[src/rtl/sxe_pkg.sv]
package sxe_pkg;
  typedef enum logic [1:0] {KIND_NONE, KIND_HOST, KIND_DMA} xfer_kind_e;

  localparam logic [2:0] CODE_PCM = 3'd4;
  localparam logic [2:0] CODE_PRG = 3'd5;
  localparam logic [2:0] CODE_WRD = 3'd7;

  function automatic xfer_kind_e classify(input logic [2:0] code);
    case (code)
      3'd2, 3'd3:                   return KIND_HOST;
      CODE_PCM, CODE_PRG, CODE_WRD: return KIND_DMA;
      default:                      return KIND_NONE;
    endcase
  endfunction
endpackage

[src/rtl/sxe_dma_seq.sv]
module sxe_dma_seq #(
  parameter int LEN_W   = 12,
  parameter int BASE_W  = 16,
  parameter int DST_AW  = 21,
  parameter int PCM_LIM = 32'h1000,
  parameter int PRG_LIM = 32'h80000,
  parameter int WRD_LIM = 32'h40000
) (
  input  logic              clk,
  input  logic              rst_n,
  input  logic              go,
  input  logic [2:0]        code,
  input  logic [LEN_W-1:0]  count_lo,
  input  logic [BASE_W-1:0] base,
  input  logic              abort,
  input  logic              dma_ready,
  output logic              dma_valid,
  output logic [DST_AW-1:0] dma_waddr,
  output logic [2:0]        dma_dest,
  output logic              step,
  output logic              fin,
  output logic [LEN_W-1:0]  words_tot,
  output logic              is_pcm
);
  import sxe_pkg::*;
  localparam int WC_W = LEN_W;

  logic              active;
  logic [WC_W-1:0]   left;
  logic [DST_AW-1:0] dst, limit, dst_init, lim_init;
  logic [WC_W-1:0]   first_w;
  logic              in_range;

  assign first_w = WC_W'(({1'b0, count_lo} + (LEN_W+1)'(1)) >> 1);

  always_comb begin
    case (code)
      CODE_PCM: begin
        dst_init = DST_AW'({base, 2'b00}) & DST_AW'(PCM_LIM - 4);
        lim_init = DST_AW'(PCM_LIM);
      end
      CODE_PRG: begin
        dst_init = DST_AW'({base, 3'b000});
        lim_init = DST_AW'(PRG_LIM);
      end
      default: begin
        dst_init = DST_AW'({base, 3'b000});
        lim_init = DST_AW'(WRD_LIM);
      end
    endcase
  end

  assign in_range  = dst < limit;
  assign dma_valid = active && (left != '0) && in_range;
  assign step      = active && (left != '0) && (!in_range || dma_ready) && !abort;
  assign fin       = active && (left == '0) && !abort;
  assign dma_waddr = dst;

  always_ff @(posedge clk or negedge rst_n) begin
    if (!rst_n) begin
      active    <= 1'b0;
      left      <= '0;
      words_tot <= '0;
      dst       <= '0;
      limit     <= '0;
      is_pcm    <= 1'b0;
      dma_dest  <= '0;
    end else if (abort) begin
      active <= 1'b0;
    end else if (go) begin
      active    <= 1'b1;
      left      <= first_w;
      words_tot <= first_w;
      dst       <= dst_init;
      limit     <= lim_init;
      is_pcm    <= (code == CODE_PCM);
      dma_dest  <= code;
    end else if (fin) begin
      active <= 1'b0;
    end else if (step) begin
      left <= left - WC_W'(1);
      dst  <= dst + DST_AW'(2);
    end
  end

  assert_pcm_window_R8: assert property (@(posedge clk) disable iff (!rst_n)
    (dma_valid && is_pcm) |-> (dma_waddr < DST_AW'(PCM_LIM)));
  assert_hold_R10: assert property (@(posedge clk) disable iff (!rst_n)
    (dma_valid && !dma_ready && !abort) |=> (dma_valid && $stable(dma_waddr)));
endmodule

[src/rtl/sxe_status.sv]
module sxe_status (
  input  logic clk,
  input  logic rst_n,
  input  logic out_en,
  input  logic start_ok,
  input  logic host_kind,
  input  logic end_ev,
  input  logic ack,
  output logic busy_n,
  output logic data_en_n,
  output logic end_irq_n,
  output logic data_ready,
  output logic xfer_end,
  output logic done
);
  always_ff @(posedge clk or negedge rst_n) begin
    if (!rst_n) begin
      busy_n     <= 1'b1;
      data_en_n  <= 1'b1;
      end_irq_n  <= 1'b1;
      data_ready <= 1'b0;
      xfer_end   <= 1'b0;
      done       <= 1'b0;
    end else begin
      done <= end_ev;
      if (end_ev) begin
        busy_n     <= 1'b1;
        data_en_n  <= 1'b1;
        end_irq_n  <= 1'b0;
        data_ready <= 1'b0;
        xfer_end   <= 1'b1;
      end else begin
        if (!out_en) begin
          busy_n    <= 1'b1;
          data_en_n <= 1'b1;
        end else if (start_ok) begin
          busy_n     <= 1'b0;
          xfer_end   <= 1'b0;
          data_ready <= host_kind;
          if (host_kind) data_en_n <= 1'b0;
        end
        if (ack) end_irq_n <= 1'b1;
      end
    end
  end

  assert_done_irq_R6: assert property (@(posedge clk) disable iff (!rst_n)
    done |-> !end_irq_n);
  assert_irq_fall_R6: assert property (@(posedge clk) disable iff (!rst_n)
    $fell(end_irq_n) |-> done);
  assert_enable_busy_R3: assert property (@(posedge clk) disable iff (!rst_n)
    !data_en_n |-> !busy_n);
  assert_outen_R12: assert property (@(posedge clk) disable iff (!rst_n)
    (!out_en && !end_ev) |=> (busy_n && data_en_n));
endmodule

[src/rtl/sector_xfer.sv]
module sector_xfer #(
  parameter int CNT_W   = 16,
  parameter int LEN_W   = 12,
  parameter int BUF_AW  = 14,
  parameter int DST_AW  = 21,
  parameter int PCM_LIM = 32'h1000,
  parameter int PRG_LIM = 32'h80000,
  parameter int WRD_LIM = 32'h40000
) (
  input  logic              clk,
  input  logic              rst_n,
  input  logic              out_en,
  input  logic              start,
  input  logic [2:0]        start_dest,
  input  logic              host_rd,
  input  logic              ack,
  input  logic              ld_count,
  input  logic [CNT_W-1:0]  count_in,
  input  logic              ld_addr,
  input  logic [CNT_W-1:0]  addr_in,
  input  logic              ld_dma,
  input  logic [CNT_W-1:0]  dma_base_in,
  input  logic [15:0]       buf_rd_data,
  input  logic              dma_ready,
  output logic [BUF_AW-2:0] buf_rd_addr,
  output logic [15:0]       host_data,
  output logic              dma_valid,
  output logic [DST_AW-1:0] dma_waddr,
  output logic [15:0]       dma_wdata,
  output logic [2:0]        dma_dest,
  output logic [CNT_W-1:0]  count_q,
  output logic [CNT_W-1:0]  addr_q,
  output logic [CNT_W-1:0]  dma_base_q,
  output logic [2:0]        dest_q,
  output logic              busy_n,
  output logic              data_en_n,
  output logic              end_irq_n,
  output logic              data_ready,
  output logic              xfer_end,
  output logic              done
);
  import sxe_pkg::*;
  localparam int STICKY = CNT_W - LEN_W;
  localparam logic [CNT_W-1:0] END_VAL = {{STICKY{1'b1}}, {LEN_W{1'b0}}};

  xfer_kind_e       kind;
  logic             start_ok, honour, host_end, end_ev, go, step, fin, is_pcm;
  logic [CNT_W-1:0] cnt_dec;
  logic [LEN_W-1:0] words_tot;

  assign kind     = classify(start_dest);
  assign start_ok = start && out_en;
  assign go       = start_ok && (kind == KIND_DMA);
  assign honour   = host_rd && !data_en_n;
  assign cnt_dec  = count_q - CNT_W'(2);
  assign host_end = honour && (cnt_dec[CNT_W-1] || (cnt_dec == '0));
  assign end_ev   = host_end || fin;

  assign buf_rd_addr = addr_q[BUF_AW-1:1];
  assign dma_wdata   = buf_rd_data;

  always_ff @(posedge clk or negedge rst_n) begin
    if (!rst_n) begin
      count_q    <= '0;
      addr_q     <= '0;
      dma_base_q <= '0;
      dest_q     <= '0;
      host_data  <= '0;
    end else begin
      if (ld_count)                count_q <= count_in;
      else if (end_ev)             count_q <= END_VAL;
      else if (honour)             count_q <= cnt_dec;
      else if (start_ok || ack)    count_q[CNT_W-1:LEN_W] <= '0;

      if (ld_addr)                 addr_q <= addr_in;
      else if (honour || step)     addr_q <= addr_q + CNT_W'(2);

      if (ld_dma)                  dma_base_q <= dma_base_in;
      else if (fin)                dma_base_q <= dma_base_q +
                                     (is_pcm ? CNT_W'(words_tot >> 1) : CNT_W'(words_tot >> 2));

      if (start_ok)                dest_q <= start_dest;

      if (honour)                  host_data <= buf_rd_data;
      else if (host_rd)            host_data <= 16'hFFFF;
    end
  end

  sxe_dma_seq #(
    .LEN_W(LEN_W), .BASE_W(CNT_W), .DST_AW(DST_AW),
    .PCM_LIM(PCM_LIM), .PRG_LIM(PRG_LIM), .WRD_LIM(WRD_LIM)
  ) seq_i (
    .clk(clk), .rst_n(rst_n), .go(go), .code(start_dest),
    .count_lo(count_q[LEN_W-1:0]), .base(dma_base_q), .abort(!out_en),
    .dma_ready(dma_ready), .dma_valid(dma_valid), .dma_waddr(dma_waddr),
    .dma_dest(dma_dest), .step(step), .fin(fin), .words_tot(words_tot),
    .is_pcm(is_pcm)
  );

  sxe_status status_i (
    .clk(clk), .rst_n(rst_n), .out_en(out_en), .start_ok(start_ok),
    .host_kind(kind == KIND_HOST), .end_ev(end_ev), .ack(ack),
    .busy_n(busy_n), .data_en_n(data_en_n), .end_irq_n(end_irq_n),
    .data_ready(data_ready), .xfer_end(xfer_end), .done(done)
  );

  assert_end_count_R6: assert property (@(posedge clk) disable iff (!rst_n)
    (done && !$past(ld_count)) |-> (count_q == END_VAL && busy_n && data_en_n));
  assert_blank_read_R5: assert property (@(posedge clk) disable iff (!rst_n)
    (host_rd && data_en_n) |=> (host_data == 16'hFFFF));
endmodule

[config.mk]
export PLATFORM = sky130hd
export DESIGN_NAME = sector_xfer
export DESIGN_NICKNAME = d
export VERILOG_FILES = /design/src/rtl/sxe_pkg.sv /design/src/rtl/sxe_dma_seq.sv /design/src/rtl/sxe_status.sv /design/src/rtl/sector_xfer.sv
export SDC_FILE = /design/constraint.sdc
export NUM_CORES = 1
export LEC_CHECK = 0
export BUFFER_PORTS_ARGS = -buffer_cell sky130_fd_sc_hd__buf_2
export CORE_MARGIN = 2
export CORE_UTILIZATION = 54
export DETAILED_ROUTE_END_ITERATION = 10
export GPL_TIMING_DRIVEN = 0
export PLACE_DENSITY = 0.84
export SLEW_MARGIN = 20
export SYNTH_ARGS = -nofsm -noshare
export SYNTH_HDL_FRONTEND = slang
export SYNTH_HIERARCHICAL = 1
export SYNTH_SLANG_ARGS = --single-unit
[constraint.sdc]
create_clock -name clk -period 3.3 [get_ports clk]
set_clock_uncertainty 0.2 [all_clocks]
set_input_delay 0.165 -clock clk [delete_from_list [all_inputs] [get_ports clk]]
set_output_delay 0.165 -clock clk [all_outputs]
set_load 0.05 [all_outputs]
## Yosys cells after proc, flatten, opt, wreduce, memory -nomap -nowiden

Index checks and enable logic that the tools add are counted.

| storage, ports and cells | value |
|---|---|
| register bits after elaboration | 144 |
| output and inout port bits | 127 |

| cells by class | value |
|---|---|
| add/sub/neg operators | 6 |
| magnitude comparators | 1 |
| eq/ne operators | 11 |
| multiplexer cells | 38 |
| reductions and logical operators | 35 |

Operator list:

| kind | count |
|---|---|
| $mux 16 | 8 |
| $mux 21 | 3 |
| $mux 12 | 4 |
| $pmux 20 s2 | 1 |
| $add 21x2->21 const B | 1 |
| $lt 21x21->1 | 1 |
| $mux 19 | 1 |
| $mux 1 | 17 |
| $add 16x11->16 | 1 |
| $add 16x2->16 const B | 1 |
| $logic_not 16->1 | 1 |
| $sub 16x2->16 const B | 1 |
| $reduce_bool 2->1 | 7 |
| $add 12x1->13 const B | 1 |
| $logic_not 12->1 | 1 |
| $reduce_bool 12->1 | 1 |
| $sub 12x1->12 const B | 1 |
| $mux 11 | 1 |
| $logic_and 1x1->1 | 10 |
| $eq 3x3->1 const B | 3 |
| $ne 3x1->1 const B | 3 |
| $mux 4 | 2 |
| $eq 3x2->1 const B | 2 |
| $reduce_and 2->1 | 3 |
| other kinds (11) | 16 |

## Depth between registers and ports, before layout

Gate-level depths: netlist (run 1).

| depth | value |
|---|---|
| word-level depth | 8 |
| mapped depth | 12 |

## Hierarchy

Netlist (run 1), hierarchy kept.

By module, submodules not included:

| module | times used | cells an instance | area an instance (um^2) |
|---|---|---|---|
| sector_xfer | 1 | 444 | 4,209.0 |
| sxe_dma_seq | 1 | 393 | 3,330.7 |
| sxe_status | 1 | 18 | 221.5 |

## Worst setup path before layout (run 1)

No wires, ideal clock.

| timing | value |
|---|---|
| kind | flip-flop to flip-flop |
| start point | reg seq_i.dst[18] (netlist: seq_i/dma_waddr[18]) |
| end point | reg addr_q[12] |
| arrival time | 2,811 ps |
| path slack | 207 ps |
| cell stages (with the launch flop) | 12 |
| path buffers | 1 |
| period minus slack after synthesis | 3,093 ps |
| cells stage by stage | dfrtp_1 ha_1 nand4bb_1 a31oi_1 o21ai_2 inv_2 nand2b_1 and4_1 clkbuf_1 nand4_1 xor2_1 o21ai_0 |

| between the ends | value |
|---|---|
| cells in the longest elaborated chain, start to end | 7 |

Ends and longest elaborated chain:

| element | RTL line | RTL |
|---|---|---|
| start, declared | sxe_dma_seq.sv:30 | `logic [DST_AW-1:0] dst, limit, dst_init, lim_init;` |
| start signal, assigned | sxe_dma_seq.sv:74 | `dst <= dst_init;` |
| start signal, assigned | sxe_dma_seq.sv:82 | `dst <= dst + DST_AW'(2);` |
| $lt 21x21->1 | sxe_dma_seq.sv:53 | `assign in_range = dst < limit;` |
| $logic_not 1->1 | sxe_dma_seq.sv:55 | `assign step = active && (left != '0) && (!in_range \|\| dma_ready) && !abort;` |
| $logic_or 1x1->1 | sxe_dma_seq.sv:55 |  |
| $logic_and 1x1->1 (2 in series) | sxe_dma_seq.sv:55 |  |
| via step | sector_xfer.sv:47 | `logic start_ok, honour, host_end, end_ev, go, step, fin, is_pcm;` |
| $logic_or 1x1->1 | sector_xfer.sv:76 | `else if (honour \|\| step) addr_q <= addr_q + CNT_W'(2);` |
| $reduce_bool 2->1 (no source line) | n/a |  |
| end signal, assigned | sector_xfer.sv:75 | `if (ld_addr) addr_q <= addr_in;` |
| end signal, assigned | sector_xfer.sv:76 |  |
| end, declared | sector_xfer.sv:32 | `output logic [CNT_W-1:0] addr_q,` |

The timed path passes the listed nets, and every way through them passes these cells.
A chain may end at the register's enable or synchronous reset.

## Worst setup path in the final report (run 1)

| timing | value |
|---|---|
| start point | reg count_q[1] |
| end point | reg count_q[15] |

| between the ends | value |
|---|---|
| cells in the longest elaborated chain, start to end | 7 |
| elaborated cells between the ends (all ways) | 9 |
| classes of those cells | add/sub: 1; mux: 3; reduce/logical: 5 |

Ends and longest elaborated chain:

| element | RTL line | RTL |
|---|---|---|
| start, declared | sector_xfer.sv:31 | `output logic [CNT_W-1:0] count_q,` |
| start signal, assigned | sector_xfer.sv:70 | `if (ld_count) count_q <= count_in;` |
| start signal, assigned | sector_xfer.sv:72 | `else if (honour) count_q <= cnt_dec;` |
| $sub 16x2->16 * | sector_xfer.sv:55 | `assign cnt_dec = count_q - CNT_W'(2);` |
| $logic_not 16->1 | sector_xfer.sv:56 | `assign host_end = honour && (cnt_dec[CNT_W-1] \|\| (cnt_dec == '0));` |
| $logic_or 1x1->1 | sector_xfer.sv:56 |  |
| $logic_and 1x1->1 | sector_xfer.sv:56 |  |
| $logic_or 1x1->1 | sector_xfer.sv:57 | `assign end_ev = host_end \|\| fin;` |
| $mux 16 | sector_xfer.sv:71 | `else if (end_ev) count_q <= END_VAL;` |
| $mux 16 | sector_xfer.sv:70 |  |

Every way passes the cells marked *; elsewhere a longest branch is shown, timed or not.

==> summary.md, run 1 <==
| Metric | Value |
|---|---|
| Fin crit period | `~3200 ps` |
| Hold EP | `count_q[12]` |
| Htree depth | `4` |
| Crit path kind | `reg2reg` |
| CP required | `~3400 ps` |
| Hpwl dp | `15.5 mm` |
| Final ANT Viol Nets | `0` |
| Final worst path period share | `a little over nine tenths` |
| Final core occ | `75.0%` |
| Critical path launch point | `count_q[1]` |
| First-pass GRT wire length | `38.0 mm` |
| Synth Area per Inst | `9.08 um^2` |
| Fin. max-slew vios | `0` |
| Initial antenna violation count | `0` |
| Floorplan die area | `15300 um^2` |
| Run status | `finished, final reports clean` |
| Max Cap Viol | `0` |
| Cell area after synthesis | `7720 um^2` |
| TritonCTS buffer count | `17` |
| Rows | `43` |
| Reg2Reg Depth | `9` |
| Fmax | `310 MHz` |
| CTS Root Cell | `clkbuf_16` |
| HP Start | `ld_count` |
| Via Count | `8123` |
| Die Ht | `124 um` |
| DRT Pass-1 Iters | `6` |
| Setup WS pre-CTS | `-150 ps` |
| DR WL/cell | `approximately 19 um` |
| RSZ-0062 raised after global routing | `yes` |
| Vias in the first global route | `7549` |
| Starting Density | `55.4%` |
| Num ports | `204` |
| Largest net degree at the start of global routing | `75` |
| Worst r2r dst | `count_q[15]` |
| Port Buffers | `200` |
| Cells on Worst Hold Path | `4` |
| Hold Vio Cnt, Final | `0` |
| Leak | `about 4.7 nW` |
| Critical path endpoint category | `register` |
| Longest Clk Path Bufs | `2` |
| Grt ovf | `0` |
| Nets | `1255` |
| Vias per cell | `around 6.0` |
| Hold Crit Class | `in2reg` |
| Final setup viols | `0` |
| Critical path arrival | `3330 ps` |
| Area grow syn2layout | `35.2%` |
| Share of layout cells above drive strength 1 | `28.6%` |
| Synth warn | `6` |
| Worst-skew pair later-pin latency | `420 ps` |
| Tot GR Track Use | `32.0%` |
| Fin worst setup slack | `77.4 ps` |
| Clock sink total | `124` |
| Peak VDD IR | `0.381 mV` |
| Syn nets | `948` |
| R2R Path Start | `count_q[1]` |
| Max_slew headroom | `42.8%` |
| CTS tree | `built` |
| Placeable Area | `13900 um^2` |
| Die span in x | `124 um` |
| RD Place Congestion | `0.943` |
| DRT Wirelength | `25.1 mm` |
| Reg clk slew, reported paths | `roughly 60 ps` |
| Fillers | `997` |
| Pwr dens | `500 nW/um^2` |
| Slew @ Worst Pin | `851 ps` |
| Post-Synthesis Cells | `between 800 and 900` |
| 1st-iter DRT viols | `917` |
| Drt drc | `0` |
| CP Max Fanout | `7` |
| Crit path launch type | `register` |
| Worst reg-to-reg setup slack | `around 77 ps` |
| Antenna cells | `0` |
==> registers in the layout, summed over array words and instances (netlist names), 3 cells and up <==
| name | cells |
|---|---|
| seq_i/limit | 3 |
| host_data | 16 |
| dest_q | 3 |
| seq_i/dma_waddr | 20 |
| dma_base_q | 16 |
| seq_i/left | 12 |
| seq_i/dma_dest | 3 |
| addr_q | 16 |
| count_q | 16 |
| seq_i/words_tot | 11 |
==> per-stage QoR <==
stage / std cells / power [mW] / area (um^2) / TNS (ps) / hold WS, ps
floorplan: 851 / 2.95 / 7720 / 0 / -331
global placement: 1231 / 3.32 / 8950 / -550 / 172
detailed placement: 1232 / 3.35 / 8980 / -911 / 38.1
CTS: 1345 / 5.17 / 10400 / 0 / 29.7
global route: 1350 / 5.45 / 10400 / -6.92 / 124
finish: 1350 / 5.23 / 10400 / 0 / 98.7
==> area by class of cell <==
type                            count  area [um^2]  area share, %
Multi-Input combinational cell    625         4130           39.5
Sequential cell                   124         3110           29.8
Timing Repair Buffer              288         1890           18.1
Clock buffer                       22          464           4.44
Buffer                             75          457           4.37
Tap cell                          180          225           2.16
Inverter                           27          101          0.970
Clock inverter                      9         72.6          0.695
==> worst max-delay path by stage <==
stage                     endpoint  slack [ps]  cells after the start
finish                 count_q[15]          80                      9
CTS                 dma_base_q[15]           8                     10
detailed placement  dma_base_q[10]        -150                      8
floorplan               addr_q[12]         210                     11
global placement    dma_base_q[10]        -130                      8
global route            addr_q[12]          -7                     11
==> metal layers <==
layer	up-vias	track usage, %	routed length (um)
met5	-	0	0
met4	0	13.1	872
met3	104	7.51	2230
met2	516	54.2	12400
met1	3846	39.3	9610
li1	3657	-	-
==> what timing repair did <==
item / CTS / global route
pin swaps: 0 / 1
setup endpoints to repair: 17 / 22
buffers inserted: 0 / 5
endpoints found under the hold margin: 150 / 0
hold buffers: 82 / 0
gates cloned: 0 / 0
resized for setup: 4 / 14
==> where the power goes <==
group          internal [mW]  total (mW)  switching (mW)  leakage, nW
Sequential              1.69        1.91           0.226         1.44
Combinational          0.566        1.59            1.03         2.95
Clock                   1.06        1.72           0.658        0.269
==> placed cells by master (no fill, tap or decap), types with 25 or more instances in the layout <==
| cell type | instances |
|---|---|
| xor2_1 | 30 |
| nand3_1 | 28 |
| buf_2 | 203 |
| inv_1 | 25 |
| nor2_1 | 49 |
| a21oi_1 | 37 |
| nand2_1 | 113 |
| clkbuf_1 | 31 |
| dfrtp_1 | 119 |
| dlygate4sd3_1 | 82 |
| buf_4 | 36 |
| o21ai_0 | 64 |
==> critical path, cell delays in order (launching register included) <==
cell and delay, ps:
dfrtp_2 420, inv_1 70, ha_1 220, nor4b_4 420, nand4_1 180, xor2_1 170, nor2_1 120, or4_4 560
o22a_1 210, dlygate4sd3_1 550
(Power assumes the default switching activity.)
==> inputs of run 2 (changes only) <==
--- a/config.mk
+++ b/config.mk
@@ -7,10 +7,11 @@
 export LEC_CHECK = 0
 export BUFFER_PORTS_ARGS = -buffer_cell sky130_fd_sc_hd__buf_2
 export CORE_MARGIN = 2
-export CORE_UTILIZATION = 54
+export CORE_UTILIZATION = 55
+export CTS_BUF_LIST = sky130_fd_sc_hd__clkbuf_4 sky130_fd_sc_hd__clkbuf_8
 export DETAILED_ROUTE_END_ITERATION = 10
 export GPL_TIMING_DRIVEN = 0
-export PLACE_DENSITY = 0.84
+export PLACE_DENSITY = 0.86
 export SLEW_MARGIN = 20
 export SYNTH_ARGS = -nofsm -noshare
 export SYNTH_HDL_FRONTEND = slang
==> summary.md, run 2 (same netlist as run 1, synthesis figures left out) <==
| Metric | Value |
|---|---|
| Run status | `finished, violations left` |
| Failing checks | `DRC` |
| Clk pwr share | `between 30% and 40%` |
| Final setup viols | `0` |
| Critical Path Max Stage Delay | `430 ps` |
| Critical-path cell list | `inv_1, ha_1, nor4b_2, a31oi_2, o21ai_2, inv_2, nand2b_2, and3_1, clkbuf_1, nand4_1, xor2_1, o21ai_0` |
| Worst reg-to-reg setup slack | `90 ps` |
| Hold EP | `addr_q[1]` |
| RD Place Congestion | `about 0.97` |
| Vias per cell | `5.92` |
| Peak VDD IR | `0.513 mV` |
| Fin crit period | `3210 ps` |
| Vias in the first global route | `between 7000 and 8000` |
| Critical path launch point | `seq_i/left[0]` |
| DR WL/cell | `around 18 um` |
| DRT Wirelength | `23.8 mm` |
| R2R Path Start | `seq_i/left[0]` |
| CP Max Fanout | `10` |
| Cells on Worst Hold Path | `3` |
| Crit path max-delay family | `simple AND/OR/NAND/NOR gates` |
| Final ANT Viol Nets | `0` |
| Area grow syn2layout | `34.0%` |
| Critical path endpoint category | `register` |
| Via Count | `about 8000` |
| Worst-skew pair later-pin latency | `440 ps` |
| Critical path arrival | `roughly 3300 ps` |
| CTS tree | `built` |
| HP Start | `ld_addr` |
| WP buf/inv | `3` |
| Pint | `3.21 mW` |
| 1st-iter DRT viols | `782` |
| Worst r2r dst | `addr_q[15]` |
| Cell count after placement | `1232` |
| Fmax | `311 MHz` |
| Switching part of the total | `36.2%` |
| Largest net degree at the start of global routing | `65` |
| Hold Crit Class | `in2reg` |
| Grt ovf | `0` |
| Most frequent cells in the layout | `buf_2 (203), dfrtp_1 (120), nand2_1 (113)` |
| Fillers | `952` |
| CTS Root Cell | `clkbuf_8` |
| Antenna cells | `0` |
| Reg power frac | `approximately two fifths` |
| Max Cap Viol | `0` |
| CP required | `about 3400 ps` |
| Port Buffers | `200` |
| Rows | `43` |
| Fin. max-slew vios | `0` |
| Crit path kind | `reg2reg` |
| Final non-filler cell total | `roughly 1400` |
| Share of layout cells above drive strength 1 | `28.3%` |
| Comb power frac | `a little under a third` |
| Total power | `around 5.0 mW` |
| Final worst path period share | `97.4%` |
| Longest Clk Path Bufs | `2` |
| Pwr dens | `486 nW/um^2` |
| Starting Density | `56.1%` |
| Hpwl dp | `16.0 mm` |
| Hold Vio Cnt, Final | `0` |
| Num ports | `204` |
| TritonCTS buffer count | `17` |
| Clock sink total | `124` |
| Die Ht | `123 um` |
| Final core occ | `about 75%` |
| Floorplan die area | `~15000 um^2` |
| Switching pwr | `1.82 mW` |
| Placeable Area | `13800 um^2` |
| Tot GR Track Use | `31.9%` |
| Max_slew headroom | `44.7%` |
| Reg clk slew, reported paths | `~80 ps` |
| Htree depth | `4` |
| DRT Pass-1 Iters | `8` |
| Die span in x | `123 um` |
| First-pass GRT wire length | `37.6 mm` |
| Reg2Reg Depth | `12` |
| Leak | `roughly 4.6 nW` |
| Post-route setup TNS | `0 ps` |
| Nets | `approximately 1300` |
| Commonest non-fill, non-tap cell in the layout | `buf_2` |
| Max reg flops | `20` |
| Slew @ Worst Pin | `between 800 and 900 ps` |
| RSZ-0062 raised after global routing | `yes` |
| Crit path launch type | `register` |
| Initial antenna violation count | `0` |
| Crit-path slowest cell | `a31oi_2` |
| Drt drc | `2` |
==> run 2: cell types whose count changed in the layout (fill, tap and decap cells not counted), sizes merged <==
cell         previous run  this run
clkinv                  8         2
clkbuf                 55        58
dlygate4sd3            82        85
bufinv                  1         4
buf                   248       245
==> run 2: how the worst max path moves through the flow <==
stage                      to  slack (ps)  cells past startpoint
2_1_floorplan      addr_q[12]         210                     11
3_3_place_gp   dma_base_q[10]        -120                      8
3_5_place_dp   dma_base_q[10]        -150                      8
4_1_cts            addr_q[14]          60                     11
5_1_grt            addr_q[12]         -10                     12
6_report           addr_q[15]          90                     12
==> run 2: per-stage QoR <==
| step | hold WS, ps | worst slack, ps | cell area (um^2) |
|---|---|---|---|
| floorplan | -331 | 207 | 7720 |
| global placement | 173 | -115 | 8950 |
| detailed placement | -4.32 | -145 | 8980 |
| CTS | 41.5 | 61.4 | 10300 |
| global route | 104 | -13.2 | 10400 |
| finish | 58.1 | 85.4 | 10400 |
==> run 2: tightest hold or removal path, delay by kind of cell <==
kind            cells  cell delay, ps
compound gates      1             190
buf+inv             2             320
==> run 2: final cells by class <==
class,instances,area (um^2),share of cell area (%)
Timing Repair Buffer,288,1900,18.4
Buffer,74,450,4.35
Clock buffer,26,333,3.21
Multi-Input combinational cell,625,4100,39.6
Sequential cell,124,3110,30.0
Inverter,27,101,0.979
Clock inverter,6,133,1.28
Tap cell,180,225,2.17
==> run 2: power by group through the flow <==
stage / logic (mW) / registers (mW) / clock network, mW
after detailed placement: 1.44 / 1.93 / 0
final: 1.56 / 1.92 / 1.55
after CTS: 1.53 / 1.91 / 1.57
after global placement: 1.40 / 1.92 / 0
after global routing: 1.67 / 1.94 / 1.63
after floorplan: 0.755 / 2.19 / 0
==> run 2: timing repair <==
item,CTS,global route
cloned,0,0
gates resized for setup,5,4
setup endpoints to repair,16,17
pin swaps,0,1
hold buffers,85,0
buffers inserted,0,2
endpoints found under the hold margin,162,0
==> run 2: layer usage <==
metal | global-route usage, % | wire length [um] | part of all wire (%)
met3 | 6.09 | 1760 | 7.4
met4 | 13.7 | 741 | 3.1
met5 | 0 | 0 | 0
met1 | 41.2 | 9500 | 40
met2 | 52.3 | 11800 | 50
==> inputs of run 3 (changes only) <==
--- a/config.mk
+++ b/config.mk
@@ -6,7 +6,7 @@
 export NUM_CORES = 1
 export LEC_CHECK = 0
 export BUFFER_PORTS_ARGS = -buffer_cell sky130_fd_sc_hd__buf_2
-export CORE_MARGIN = 2
+export CORE_MARGIN = 5
 export CORE_UTILIZATION = 55
 export CTS_BUF_LIST = sky130_fd_sc_hd__clkbuf_4 sky130_fd_sc_hd__clkbuf_8
 export DETAILED_ROUTE_END_ITERATION = 10
==> summary.md, run 3 (same netlist as run 1, synthesis figures left out) <==
| Metric | Value |
|---|---|
| DRT Pass-1 Iters | `5` |
| Hpwl dp | `16.3 mm` |
| Slew @ Worst Pin | `between 700 and 800 ps` |
| Critical path arrival | `3310 ps` |
| Cells on Worst Hold Path | `4` |
| Crit path launch type | `register` |
| TritonCTS buffer count | `17` |
| Final ANT Viol Nets | `0` |
| Run status | `finished, final reports clean` |
| Crit-path slowest cell | `dfrtp_1` |
| WHS | `55.7 ps` |
| First-pass GRT wire length | `39.4 mm` |
| Vias per cell | `6.01` |
| Cell count after placement | `around 1200` |
| Fmax | `313 MHz` |
| Longest Clk Path Bufs | `2` |
| Critical-path cell list | `ha_1, a21oi_1, o21ai_2, o21ai_2, inv_4, nand2b_2, and4_1, clkbuf_1, and3_1, xnor2_1, o21ai_0` |
| CP most frequent cell | `o21ai_2` |
| Htree depth | `4` |
| Hold Crit Class | `in2reg` |
| Pwr dens | `slightly below 500 nW/um^2` |
| Via Count | `slightly above 8000` |
| Total power | `roughly 5.0 mW` |
| Final setup viols | `0` |
| Max_slew headroom | `48.2%` |
| Leak | `roughly 4.6 nW` |
| Hold Vio Cnt, Final | `0` |
| 1st-iter DRT viols | `842` |
| Worst r2r dst | `addr_q[14]` |
| Share of layout cells above drive strength 1 | `between 20% and 30%` |
| CTS Root Cell | `clkbuf_8` |
| Die span in x | `between 100 and 150 um` |
| Initial antenna violation count | `1` |
| DR WL/cell | `18.5 um` |
| Max reg flops | `20` |
| Drt drc | `0` |
| Reg clk slew, reported paths | `70 ps` |
| RD Place Congestion | `0.944` |
| Num ports | `204` |
| Die Ht | `129 um` |
| Most frequent cells in the layout | `buf_2 (203), dfrtp_1 (118), nand2_1 (113)` |
| Rows | `43` |
| Worst reg-to-reg setup slack | `100 ps` |
| Final worst path period share | `96.9%` |
| Area grow syn2layout | `34.3%` |
| Nets | `~1300` |
| Tot GR Track Use | `between 20% and 30%` |
| CP required | `around 3400 ps` |
| HP Start | `ld_addr` |
| Floorplan die area | `16500 um^2` |
| Fin. max-slew vios | `0` |
| Worst-skew pair later-pin latency | `450 ps` |
| Max Cap Viol | `0` |
| CP Max Fanout | `10` |
| DRT Wirelength | `around 25 mm` |
| Commonest non-fill, non-tap cell in the layout | `buf_2` |
| Vias in the first global route | `7997` |
| Hold EP | `addr_q[11]` |
| Port Buffers | `200` |
| Peak VDD IR | `0.318 mV` |
| R2R Path Start | `seq_i/dma_waddr[18]` |
| Crit path kind | `reg2reg` |
| Fin crit period | `3200 ps` |
| Reg2Reg Depth | `11` |
| Final non-filler cell total | `1354` |
| Fillers | `899` |
| Placeable Area | `13800 um^2` |
| Critical Path Max Stage Delay | `470 ps` |
| Largest net degree at the start of global routing | `70` |
| Grt ovf | `0` |
| CTS tree | `built` |
| Starting Density | `55.9%` |
| Critical path endpoint category | `register` |
| Clock sink total | `124` |
run 3: cell count changes in the layout (fill, tap and decap cells not counted), moves of 2 or more:
| cell | previous run | this run |
|---|---|---|
| clkbuf_1 | 29 | 27 |
| buf_4 | 33 | 37 |
| clkbuf_8 | 24 | 20 |
| clkbuf_4 | 4 | 6 |
| dfrtp_1 | 120 | 118 |
| dfrtp_2 | 1 | 3 |
| clkinv_2 | 1 | 4 |
run 3: power breakdown:
part / internal, mW / leakage, nW / total (mW) / switching [mW]
Sequential: 1.69 / 1.44 / 1.92 / 0.233
Clock: 0.888 / 0.229 / 1.49 / 0.601
Combinational: 0.566 / 2.96 / 1.58 / 1.01
run 3: worst max-delay path by stage:
stage / start / end / slack (ps)
after floorplan: seq_i/dma_waddr[18] / addr_q[12] / 210
after global placement: seq_i/dma_waddr[18] / addr_q[14] / -90
after detailed placement: seq_i/dma_waddr[18] / addr_q[12] / -130
after CTS: seq_i/dma_waddr[18] / addr_q[14] / 20
after global routing: count_q[1] / count_q[15] / -70
final: seq_i/dma_waddr[18] / addr_q[14] / 100
run 3: timing repair:
item,in CTS,in global routing
hold endpoints to repair,145,0
pin swaps,0,2
gates resized for setup,3,14
hold buffers,85,0
buffers inserted,0,6
endpoints found under the setup margin,16,32
run 3: layout make-up:
cell class                 instances  area (um^2)  area share, %
clock inverter                     8          140           1.35
inverter                          27          104           1.00
timing repair buffer             292         1930           18.6
antenna                            1         2.50         0.0241
buffer                            73          448           4.32
clock buffer                      24          293           2.82
multi-input combinational        625         4120           39.7
tap                              180          225           2.17
sequential                       124         3110           30.0
run 3: critical path, delay by kind of cell, from the launching register on:
| family | cells | cell delay, ps |
|---|---|---|
| AND/OR/NAND/NOR | 3 | 710 |
| flip-flops | 1 | 470 |
| AO/OA/AOI/OAI | 4 | 810 |
| XOR/XNOR | 1 | 180 |
| adder cells (fa/ha/maj) | 1 | 350 |
| buffers and inverters | 2 | 320 |
run 3: per-layer routing:
layer	vias to the layer above	global-route usage [%]	routed length, um
li1	3674	-	-
met3	112	6.64	2390
met2	541	49.2	12000
met1	3813	36.8	9420
met4	0	14.7	1130
met5	-	0	0
run 3: per-stage QoR:
stage          util (%)  worst slack [ps]  setup TNS [ps]  instance area, um^2
3_5_place_dp       65.0              -131            -998                 8980
4_1_cts            74.3              17.5               0                10300
2_1_floorplan         -               207               0                 7720
5_1_grt            75.0             -66.7           -66.7                10400
3_3_place_gp       64.7             -89.6            -344                 8950
6_report           75.0               104               0                10400
